`config.mk`:
```
export PLATFORM = sky130hd
export DESIGN_NAME = nor_cmd_seq
export DESIGN_NICKNAME = d
export VERILOG_FILES = /design/src/rtl/nor_seq_pkg.sv /design/src/rtl/nor_seq_steps.sv /design/src/rtl/nor_seq_strobe.sv /design/src/rtl/nor_seq_poll.sv /design/src/rtl/nor_cmd_seq.sv
export SDC_FILE = /design/constraint.sdc
export NUM_CORES = 1
export LEC_CHECK = 0
export ABC_AREA = 1
export BUFFER_PORTS_ARGS = -buffer_cell sky130_fd_sc_hd__buf_2
export CAP_MARGIN = 20
export CORE_ASPECT_RATIO = 1.4
export CORE_UTILIZATION = 50
export CTS_BUF_LIST = sky130_fd_sc_hd__clkbuf_16
export DETAILED_ROUTE_END_ITERATION = 8
export GPL_ROUTABILITY_DRIVEN = 0
export GPL_TIMING_DRIVEN = 1
export PLACE_DENSITY = 0.76
export SYNTH_ARGS = -nofsm -noshare
export SYNTH_HDL_FRONTEND = slang
export SYNTH_SLANG_ARGS = --single-unit
```
`constraint.sdc`:
```
create_clock -name clk -period 1.4 [get_ports clk]
set_input_delay 0.07 -clock clk [delete_from_list [all_inputs] [get_ports clk]]
set_output_delay 0.07 -clock clk [all_outputs]
set_load 0.01 [all_outputs]
```
`src/rtl/nor_seq_pkg.sv`:
```
package nor_seq_pkg;

   typedef enum logic { OP_PROGRAM = 1'b0, OP_ERASE = 1'b1 } nor_op_e;

   typedef enum logic [1:0] { ST_IDLE, ST_WRITE, ST_POLL } seq_state_e;

   typedef enum logic [1:0] { SRC_FIXED, SRC_TARGET_CMD, SRC_TARGET_DATA } step_src_e;

   localparam int PROG_LEN  = 4;
   localparam int ERASE_LEN = 6;
   localparam int IDX_W     = $clog2(ERASE_LEN);

   localparam logic [10:0] MAGIC_HI = 11'h555;
   localparam logic [10:0] MAGIC_LO = 11'h2AA;
   localparam logic [7:0]  KEY_FIRST     = 8'hAA;
   localparam logic [7:0]  KEY_SECOND    = 8'h55;
   localparam logic [7:0]  CODE_PROGRAM  = 8'hA0;
   localparam logic [7:0]  CODE_ERASE_ARM = 8'h80;
   localparam logic [7:0]  CODE_ERASE_GO  = 8'h30;

   typedef struct packed {
      step_src_e   src;
      logic [10:0] magic_addr;
      logic [7:0]  code;
   } step_t;

   function automatic step_t step_of(nor_op_e op, logic [IDX_W-1:0] idx);
      step_t s;
      s.src        = SRC_FIXED;
      s.magic_addr = MAGIC_HI;
      s.code       = KEY_FIRST;
      case (idx)
         3'd0: ;
         3'd1: begin
            s.magic_addr = MAGIC_LO;
            s.code       = KEY_SECOND;
         end
         3'd2: s.code = (op == OP_ERASE) ? CODE_ERASE_ARM : CODE_PROGRAM;
         3'd3: begin
            if (op != OP_ERASE) begin
               s.src  = SRC_TARGET_DATA;
               s.code = 8'h00;
            end
         end
         3'd4: begin
            s.magic_addr = MAGIC_LO;
            s.code       = KEY_SECOND;
         end
         default: begin
            s.src  = SRC_TARGET_CMD;
            s.code = CODE_ERASE_GO;
         end
      endcase
      return s;
   endfunction

endpackage

```
`src/rtl/nor_seq_steps.sv`:
```
module nor_seq_steps
   import nor_seq_pkg::*;
#(
   parameter int ADDR_W = 18,
   parameter int DATA_W = 16
) (
   input  nor_op_e                 op,
   input  logic [IDX_W-1:0]        idx,
   input  logic [ADDR_W-1:0]       tgt_addr,
   input  logic [DATA_W-1:0]       tgt_data,
   output logic [ADDR_W-1:0]       bus_addr,
   output logic [DATA_W-1:0]       bus_data,
   output logic                    is_last
);

   localparam logic [IDX_W-1:0] LAST_PROG  = IDX_W'(PROG_LEN - 1);
   localparam logic [IDX_W-1:0] LAST_ERASE = IDX_W'(ERASE_LEN - 1);

   generate
      if (ADDR_W < 11) begin : g_bad_addr
         $error("ADDR_W must hold the 11-bit unlock addresses");
      end
      if (DATA_W < 8) begin : g_bad_data
         $error("DATA_W must hold the 8-bit command codes");
      end
   endgenerate

   step_t st;

   always_comb begin
      st = step_of(op, idx);
      case (st.src)
         SRC_FIXED: begin
            bus_addr = ADDR_W'(st.magic_addr);
            bus_data = DATA_W'(st.code);
         end
         SRC_TARGET_CMD: begin
            bus_addr = tgt_addr;
            bus_data = DATA_W'(st.code);
         end
         default: begin
            bus_addr = tgt_addr;
            bus_data = tgt_data;
         end
      endcase
      is_last = (idx == ((op == OP_ERASE) ? LAST_ERASE : LAST_PROG));
   end

endmodule

```
`src/rtl/nor_seq_strobe.sv`:
```
module nor_seq_strobe #(
   parameter int STROBE_CLKS = 4,
   parameter int GAP_CLKS    = 1
) (
   input  logic clk,
   input  logic rst_n,
   input  logic run,
   output logic strobe,
   output logic slot_end
);

   localparam int SLOT   = STROBE_CLKS + GAP_CLKS;
   localparam int SLOT_W = $clog2(SLOT + 1);

   generate
      if (STROBE_CLKS < 1) begin : g_bad_strobe
         $error("STROBE_CLKS must be at least 1");
      end
      if (GAP_CLKS < 1) begin : g_bad_gap
         $error("GAP_CLKS must be at least 1");
      end
   endgenerate

   logic [SLOT_W-1:0] slot_cnt;

   assign strobe   = run && (slot_cnt < SLOT_W'(STROBE_CLKS));
   assign slot_end = run && (slot_cnt == SLOT_W'(SLOT - 1));

   always_ff @(posedge clk or negedge rst_n) begin
      if (!rst_n)
         slot_cnt <= '0;
      else if (!run || slot_end)
         slot_cnt <= '0;
      else
         slot_cnt <= slot_cnt + 1'b1;
   end

   // the slot counter never runs past one strobe plus its gap
   p_slot_bound_r3: assert property (@(posedge clk) disable iff (!rst_n)
      slot_cnt < SLOT_W'(SLOT));

endmodule

```
`src/rtl/nor_seq_poll.sv`:
```
module nor_seq_poll #(
   parameter int CNT_W       = 8,
   parameter int SYNC_STAGES = 2,
   parameter bit READY_HIGH  = 1'b1
) (
   input  logic             clk,
   input  logic             rst_n,
   input  logic             rdy_pin,
   input  logic             arm,
   input  logic [CNT_W-1:0] limit,
   output logic             hit,
   output logic             expire
);

   logic ready_lvl;
   logic ready_s;
   logic [CNT_W-1:0] wait_cnt;

   assign ready_lvl = READY_HIGH ? rdy_pin : ~rdy_pin;

   generate
      if (SYNC_STAGES < 0) begin : g_bad_sync
         $error("SYNC_STAGES must not be negative");
      end
      if (SYNC_STAGES == 0) begin : g_direct
         assign ready_s = ready_lvl;
      end else begin : g_sync
         logic [SYNC_STAGES-1:0] sync_q;
         always_ff @(posedge clk or negedge rst_n) begin
            if (!rst_n)
               sync_q <= '0;
            else
               sync_q <= SYNC_STAGES'({sync_q, ready_lvl});
         end
         assign ready_s = sync_q[SYNC_STAGES-1];
      end
   endgenerate

   assign hit    = arm && ready_s;
   assign expire = arm && !ready_s && (wait_cnt == limit - 1'b1);

   always_ff @(posedge clk or negedge rst_n) begin
      if (!rst_n)
         wait_cnt <= '0;
      else if (!arm || hit || expire)
         wait_cnt <= '0;
      else
         wait_cnt <= wait_cnt + 1'b1;
   end

   // the wait counter stays below the selected timeout while polling
   p_wait_bound_r5: assert property (@(posedge clk) disable iff (!rst_n)
      arm |-> (wait_cnt < limit));

endmodule

```
`src/rtl/nor_cmd_seq.sv`:
```
module nor_cmd_seq
   import nor_seq_pkg::*;
#(
   parameter int ADDR_W         = 18,
   parameter int DATA_W         = 16,
   parameter int STROBE_CLKS    = 4,
   parameter int GAP_CLKS       = 1,
   parameter int PROG_TMO_CLKS  = 20000,
   parameter int ERASE_TMO_CLKS = 600000000,
   parameter int SYNC_STAGES    = 2,
   parameter bit READY_HIGH     = 1'b1
) (
   input  logic              clk,
   input  logic              rst_n,
   input  logic              start,
   input  logic              op_erase,
   input  logic [ADDR_W-1:0] addr,
   input  logic [DATA_W-1:0] wdata,
   output logic              busy,
   output logic              done,
   output logic              err,
   output logic [ADDR_W-1:0] flash_addr,
   output logic [DATA_W-1:0] flash_dq,
   output logic              flash_ce_n,
   output logic              flash_we_n,
   input  logic              flash_rdy
);

   localparam int MAX_TMO = (PROG_TMO_CLKS > ERASE_TMO_CLKS) ? PROG_TMO_CLKS : ERASE_TMO_CLKS;
   localparam int CNT_W   = $clog2(MAX_TMO + 1);

   generate
      if (PROG_TMO_CLKS < 1 || ERASE_TMO_CLKS < 1) begin : g_bad_tmo
         $error("timeouts must be at least one clock");
      end
   endgenerate

   seq_state_e        state;
   nor_op_e           op_q;
   logic [IDX_W-1:0]  idx;
   logic [ADDR_W-1:0] addr_q;
   logic [DATA_W-1:0] data_q;
   logic              done_q;
   logic              err_q;
   logic              strobe;
   logic              slot_end;
   logic              is_last;
   logic              hit;
   logic              expire;
   logic [CNT_W-1:0]  limit;

   nor_seq_steps #(
      .ADDR_W (ADDR_W),
      .DATA_W (DATA_W)
   ) u_steps (
      .op       (op_q),
      .idx      (idx),
      .tgt_addr (addr_q),
      .tgt_data (data_q),
      .bus_addr (flash_addr),
      .bus_data (flash_dq),
      .is_last  (is_last)
   );

   nor_seq_strobe #(
      .STROBE_CLKS (STROBE_CLKS),
      .GAP_CLKS    (GAP_CLKS)
   ) u_strobe (
      .clk      (clk),
      .rst_n    (rst_n),
      .run      (state == ST_WRITE),
      .strobe   (strobe),
      .slot_end (slot_end)
   );

   assign limit = (op_q == OP_ERASE) ? CNT_W'(ERASE_TMO_CLKS) : CNT_W'(PROG_TMO_CLKS);

   nor_seq_poll #(
      .CNT_W       (CNT_W),
      .SYNC_STAGES (SYNC_STAGES),
      .READY_HIGH  (READY_HIGH)
   ) u_poll (
      .clk     (clk),
      .rst_n   (rst_n),
      .rdy_pin (flash_rdy),
      .arm     (state == ST_POLL),
      .limit   (limit),
      .hit     (hit),
      .expire  (expire)
   );

   always_ff @(posedge clk or negedge rst_n) begin
      if (!rst_n) begin
         state  <= ST_IDLE;
         op_q   <= OP_PROGRAM;
         idx    <= '0;
         addr_q <= '0;
         data_q <= '0;
         done_q <= 1'b0;
         err_q  <= 1'b0;
      end else begin
         done_q <= 1'b0;
         err_q  <= 1'b0;
         case (state)
            ST_IDLE: begin
               if (start) begin
                  state  <= ST_WRITE;
                  op_q   <= nor_op_e'(op_erase);
                  idx    <= '0;
                  addr_q <= addr;
                  data_q <= wdata;
               end
            end
            ST_WRITE: begin
               if (slot_end) begin
                  if (is_last)
                     state <= ST_POLL;
                  else
                     idx <= idx + 1'b1;
               end
            end
            ST_POLL: begin
               if (hit) begin
                  state  <= ST_IDLE;
                  done_q <= 1'b1;
               end else if (expire) begin
                  state  <= ST_IDLE;
                  done_q <= 1'b1;
                  err_q  <= 1'b1;
               end
            end
            default: state <= ST_IDLE;
         endcase
      end
   end

   assign busy       = (state != ST_IDLE);
   assign done       = done_q;
   assign err        = err_q;
   assign flash_ce_n = ~strobe;
   assign flash_we_n = ~strobe;

   // address and data hold while the write strobe stays low
   p_addr_hold_r3: assert property (@(posedge clk) disable iff (!rst_n)
      (!flash_we_n && $past(!flash_we_n)) |-> ($stable(flash_addr) && $stable(flash_dq)));

   // completion is a single-clock pulse
   p_done_pulse_r4: assert property (@(posedge clk) disable iff (!rst_n)
      done |=> !done);

   // the timeout flag only accompanies done
   p_err_with_done_r5: assert property (@(posedge clk) disable iff (!rst_n)
      err |-> done);

   // no bus write outside an operation, and busy is low at done
   p_write_busy_r6: assert property (@(posedge clk) disable iff (!rst_n)
      !flash_we_n |-> busy);
   p_done_idle_r6: assert property (@(posedge clk) disable iff (!rst_n)
      done |-> !busy);

   // a request during an operation leaves the latched target alone
   p_ignore_start_r7: assert property (@(posedge clk) disable iff (!rst_n)
      (busy && start) |=> (op_q == $past(op_q) && addr_q == $past(addr_q) && data_q == $past(data_q)));

endmodule

```
### Yosys cells after proc, flatten, opt, wreduce, memory -nomap -nowiden

Cells that the tools add are included.

* word-level logic and storage cells: 80
* flip-flop bits (word level): 77
* input port bits: 39
* output and inout bits: 39

* muxes and demuxes: 27
* $add $sub $neg: 4
* eq/ne operators: 15
* bitwise logic cells: 1
* order comparisons: 1
* reduce and logical (&&, ||, !) cells: 22

Operator list (number)
* $mux 30: 2
* $pmux 8 s4: 1
* $add 30x1->30 const B: 1
* $eq 30x30->1: 1
* $sub 30x1->30 const B: 1
* $mux 18: 1
* $mux 16: 1
* $mux 3: 5
* $mux 2: 6
* $mux 11: 1
* $mux 8: 1
* $ne 2x2->1 const B: 4
* $reduce_and 4->1: 2
* $add 3x1->3 const B: 2
* $eq 3x2->1 const B: 2
* $eq 3x3->1 const B: 2
* $mux 6: 1
* $pmux 2 s3: 1
* $pmux 3 s2: 1
* $logic_and 1x1->1: 5
* $mux 1: 5
* $eq 2x1->1 const B: 2
* $logic_not 2->1: 2
* $pmux 2 s2: 1
* other kinds (13): 19

### Depth between registers and ports, before layout

* word-level depth: 7
* gate-level depth with buffers: 12
* gate-level depth less buffers: 12

### Hierarchy

A second synthesis with hierarchy kept.

* cells, all modules: 793
* area total of the unflattened synthesis: 5402.7 um^2

Modules (own cells, without submodules)
* nor_seq_poll: seq. area each 800.8 um^2, area each 3052.9 um^2, instances 1, cells each 480
* nor_cmd_seq: seq. area each 1051.0 um^2, area each 1778.0 um^2, instances 1, cells each 201
* nor_seq_steps: seq. area each 0.0 um^2, area each 406.6 um^2, instances 1, cells each 91
* nor_seq_strobe: seq. area each 75.1 um^2, area each 165.2 um^2, instances 1, cells each 21

### Worst setup path before layout

OpenSTA, ideal clock, no wires.

* path kind: flip-flop to output port
* start point: register idx[0]
* end point: output port flash_dq[5]
* setup slack: -0.272 ns
* stages on the path, launching flop included: 9
* required time: 1.330 ns
* arrival: 1.602 ns
* path buffers: 1
* cell sequence: dfrtp_1 > ha_1 > ha_1 > inv_1 > nand2_1 > o21ai_4 > inv_2 > buf_6 > a21oi_1

* longest elaborated chain between the ends: 6
* elaborated cells between the ends (all ways): 13
* those cells by class: eq/ne: 5; mux: 3; reduce/logical: 5

RTL lines
* start, declared: line nor_cmd_seq.sv:40 `logic [IDX_W-1:0] idx;`
* start signal, assigned: line nor_cmd_seq.sv:119 `idx <= idx + 1'b1;`
* $eq 3x2->1 (tied with other cells): line nor_seq_pkg.sv:32 `case (idx)`
* $reduce_or 4->1 (no line)
* $pmux 2 s2: line nor_seq_pkg.sv:32
* $eq 2x1->1 or $logic_not 2->1 (tied branches): line nor_seq_steps.sv:32 `case (st.src)`
* $reduce_or 2->1 (no line)
* $mux 16 *: line nor_seq_steps.sv:32
* end, declared: line nor_cmd_seq.sv:23 `output logic [DATA_W-1:0] flash_dq,`

Mark *: on every way between the ends. The rest lies on a longest branch, timed or not.

### Worst setup path in the final report

* start point: register idx[1]
* end point: output port flash_addr[0]

* longest elaborated chain between the ends: 5
* elaborated cells between the ends (all ways): 11
* those cells by class: eq/ne: 4; mux: 3; reduce/logical: 4

RTL lines
* $eq 3x2->1 (tied with other cells): line nor_seq_pkg.sv:32
* $reduce_or 4->1 (no line)
* $pmux 2 s2: line nor_seq_pkg.sv:32
* $logic_not 2->1: line nor_seq_steps.sv:32
* $mux 18 *: line nor_seq_steps.sv:32
* end, declared: line nor_cmd_seq.sv:22 `output logic [ADDR_W-1:0] flash_addr,`

Marked as above.

==> results.txt <==
The run finished, with violations left. The checks that failed: hold timing, setup timing. The die footprint is 8520 um^2.

The final period utilization is 1.59. Timing would allow up to 449 MHz. The proportion of total power due to net switching was 0.426; the via count was 4,931. STA classifies the critical path startpoint as a flop. The average instance area after synthesis is 8.18 um^2. From left edge to right edge, the die measures 78.3 um. The final count of pins violating max slew was 0. The classification of the worst-slack hold path is in2reg. The DRC violation count after routing came out at 0. Dividing the detail-routed via count by the number of cells gives 6.15.

After floorplanning, the core was divided into 38 placement rows. For the total wirelength of the detailed-routed design, the log shows 19,400 um. The worst register-to-register path begins at u_poll.wait_cnt[0]. The power density over cell area is 1860 nW/um^2, and the worst hold path cell count is 3. Area of the placeable core: 7850 um^2. TritonCTS built the clock tree. Total routing usage reported by global routing: 0.366.

The logic gate share of total power was 0.504; the area after detailed placement was 5180 um^2. The detailed router finished its first iteration with 503 violations. The final standard cell count with taps included and fillers excluded is 802, and the final period demand of the worst path is 2.23 ns. On the final layout, the worst clock skew is 0.0145 ns.

For the total count of hold-check failures in the final report, the log shows 1. HPWL after detailed placement: 7910 um. The run gives 78 as the I/O pin total. Summed over all layers, the global routing overflow is 0. The number of cells on the worst reg-to-reg path is 12. The hold path startpoint is wdata[10]. The antenna cell count is 0.

Setup repair after global routing could not meet its margin everywhere. The maximum ir drop on the vdd rail was 1860 uV; the synthesis warning total was 0. The worst setup path is captured at an output port. Of all nets on the critical path, the largest fanout is 15. The clock network fraction of design power is 0.222, and the maximum level of the CTS H-tree is 3. In this run the remaining antenna-violating nets after routing total 0. The net count of the finished layout is 745.

Entering global routing, the biggest net connects 43 pins. After clock tree synthesis, the clock-pin slew on the worst setup and hold paths is 0.07 ns. The tools report the power share of the sequential group as 0.275.

For the register-to-register path setup slack, the log shows -0.50 ns. The floorplan die height works out to 109 um. The setup path with the least slack is of type reg2out. Data on the critical path arrives at its endpoint at 2.16 ns. The first global-routing pass estimated 23,400 um of wire. The synthesized netlist occupies a cell area of 4080 um^2. The tools report the final instance area as 6690 um^2.

The run gives 0.852 as the post-layout utilization of the core. Input and output buffers added on the ports amount to 77. The total leakage power was 3.11 nW. Total power for the finished layout comes to 12.5 mW. Relative to the synthesized area, the layout overhead comes to 64.1%.

The logs give -0.828 ns for the final critical-path setup slack and 0.473 for the portion of the post-synthesis area used by sequential elements. Synthesized net count: 545. The tools report the endpoint of the lowest-slack register-to-register path as u_poll.wait_cnt[3].

The starting utilization of the core area is 0.519, and the mean routed wirelength per cell is 24.2 um. For hold timing, the worst endpoint is data_q[10]. The number of distinct library cell variants in the gate-level netlist after synthesis is 32, and the worst hold slack across all endpoints is -0.0135 ns. For the worst-skew pair, the clock arrives at the later sink with an insertion delay of 0.35 ns.

The transition time at the pin with the least slew margin was 0.464 ns. The number of search-and-repair iterations in the first detailed-routing pass was 8; the synthesized flop and latch total was 77. For this design the total switching power over the nets is 5.30 mW. Final setup violation count: 101.

The fraction of layout instances using a drive strength above 1 works out to 0.486. The run gives 0 as the initial antenna violation count. For the worst setup path, the data required time is 1.33 ns.

The tree is rooted in a sky130_fd_sc_hd__clkbuf_16. The clock net in this run drives a total of 77 sinks. The number of instances in the synthesized netlist was 498; the total clock buffers created by CTS was 9. The run gives 733 as the number of cells after detailed placement. Counting along the longest clock path gives a buffer depth of 2. The relative max-transition margin was 0.691. The run gives 7.15 mW as the cell-internal power. The logs give 0 for the max-capacitance violation count and 4,758 for the via count of the first global-routing pass.
-- routing by layer --
metal  wire length, um  up-vias  global-route usage
met3              1990      204              0.0870
met4              2110        0               0.267
li1                  -     1956                   -
met1              6400     2257               0.367
met5                 0        -                   0
met2              8940      514               0.659
-- final cells by class --
| type | count | area [um^2] |
|---|---|---|
| multi-input cells | 350 | 2380 |
| repair buffers | 200 | 1670 |
| flip-flops and latches | 77 | 1930 |
| clock inverters | 6 | 111 |
| well taps | 100 | 125 |
| fillers | 335 | 1160 |
| inverters | 60 | 240 |
| clock buffers | 9 | 225 |
-- registers in the layout (all words and copies together), names as in the netlist --
register	cells
u_strobe.slot_cnt	3
state	2
done	1
op_q	1
data_q	16
u_poll.g_sync.sync_q	2
u_poll.wait_cnt	30
err	1
idx	3
addr_q	18
-- power by group through the flow --
stage | Combinational [mW] | Clock (mW) | Sequential, mW
2_1_floorplan | 2.44 | 0 | 3.08
6_report | 6.27 | 2.76 | 3.42
4_1_cts | 4.43 | 2.67 | 3.15
3_5_place_dp | 3.97 | 0 | 3.17
5_1_grt | 6.43 | 2.86 | 3.42
3_3_place_gp | 3.83 | 0 | 3.14
-- worst max-delay path, cell delays in order (launching register included) --
cell                      delay [ns]
sky130_fd_sc_hd__dfrtp_2        0.45
sky130_fd_sc_hd__inv_1          0.12
sky130_fd_sc_hd__ha_1           0.20
sky130_fd_sc_hd__inv_1          0.14
sky130_fd_sc_hd__nand2_2        0.11
sky130_fd_sc_hd__o21ai_4        0.21
sky130_fd_sc_hd__inv_6          0.13
sky130_fd_sc_hd__nor2_2         0.20
sky130_fd_sc_hd__nor2_2         0.09
sky130_fd_sc_hd__buf_2          0.15
-- cell usage in the layout (no fill, tap or decap), drive strengths merged, types with 13 or more instances in the layout --
cell,Yosys,layout
buf,8,163
nand2,102,102
nor2,125,125
clkbuf,3,13
dfrtp,77,77
dlygate4sd3,0,33
a21oi,25,25
inv,60,61
nor3,17,17
mux2,19,19
-- Yosys cell counts --
master,number,share of area
sky130_fd_sc_hd__nor3_1,10,0.012
sky130_fd_sc_hd__buf_4,1,0.0018
sky130_fd_sc_hd__inv_2,6,0.0055
sky130_fd_sc_hd__nor3_2,7,0.017
sky130_fd_sc_hd__nand4_1,5,0.0077
sky130_fd_sc_hd__ha_1,8,0.025
sky130_fd_sc_hd__o31ai_2,1,0.0031
sky130_fd_sc_hd__o21ai_2,1,0.0021
sky130_fd_sc_hd__nand2_1,98,0.090
sky130_fd_sc_hd__buf_2,3,0.0037
sky130_fd_sc_hd__nor3b_1,1,0.0018
sky130_fd_sc_hd__nand3_2,2,0.0049
sky130_fd_sc_hd__nand2_4,1,0.0028
sky130_fd_sc_hd__or2_2,1,0.0015
sky130_fd_sc_hd__mux2_2,19,0.053
sky130_fd_sc_hd__nand3_1,10,0.012
sky130_fd_sc_hd__xnor2_1,7,0.015
sky130_fd_sc_hd__o21ai_0,6,0.0074
sky130_fd_sc_hd__clkbuf_1,3,0.0028
sky130_fd_sc_hd__nand3b_1,2,0.0037
sky130_fd_sc_hd__a21oi_1,25,0.031
sky130_fd_sc_hd__buf_6,4,0.011
sky130_fd_sc_hd__dfrtp_1,77,0.47
sky130_fd_sc_hd__xor2_1,12,0.026
sky130_fd_sc_hd__o21ai_4,1,0.0040
sky130_fd_sc_hd__nor2_1,116,0.11
sky130_fd_sc_hd__nand2_2,3,0.0046
sky130_fd_sc_hd__inv_1,54,0.050
sky130_fd_sc_hd__and3_1,1,0.0015
sky130_fd_sc_hd__nor2_2,9,0.014
sky130_fd_sc_hd__o22ai_1,2,0.0031
sky130_fd_sc_hd__a31oi_1,2,0.0031
-- worst max path at each step --
stage,from,end,slack [ns],cells past startpoint
after floorplan,idx[1],flash_addr[12],-0.13,8
after global placement,idx[1],flash_addr[4],-0.21,10
after detailed placement,idx[1],flash_addr[4],-0.27,10
after CTS,idx[1],flash_addr[1],-0.54,9
after global routing,idx[1],flash_addr[0],-0.79,9
final,idx[1],flash_addr[0],-0.83,9
-- timing repair --
action / 4_1_cts / 5_1_grt
hold buffers: 33 / 0
cloned: 3 / 4
pin swaps: 8 / 12
setup endpoints to repair: 76 / 95
resized for setup: 53 / 118
endpoints found under the hold margin: 59 / 0
buffers inserted: 11 / 11
-- cell families after synthesis --
group,synth area share
AO/OA/AOI/OAI,0.0534
XOR/XNOR,0.0408
adder cells (fa/ha/maj),0.0246
multiplexers,0.0525
flip-flops,0.473
buffers and inverters,0.0746
AND/OR/NAND/NOR,0.281
-- through the flow --
step / setup TNS (ns) / setup WS, ns
finish: -37.95 / -0.828
CTS: -22.78 / -0.541
detailed placement: -8.42 / -0.275
global placement: -5.27 / -0.207
global route: -40.85 / -0.792
floorplan: -3.40 / -0.131
No activity file was read; power rests on OpenSTA's default activity.
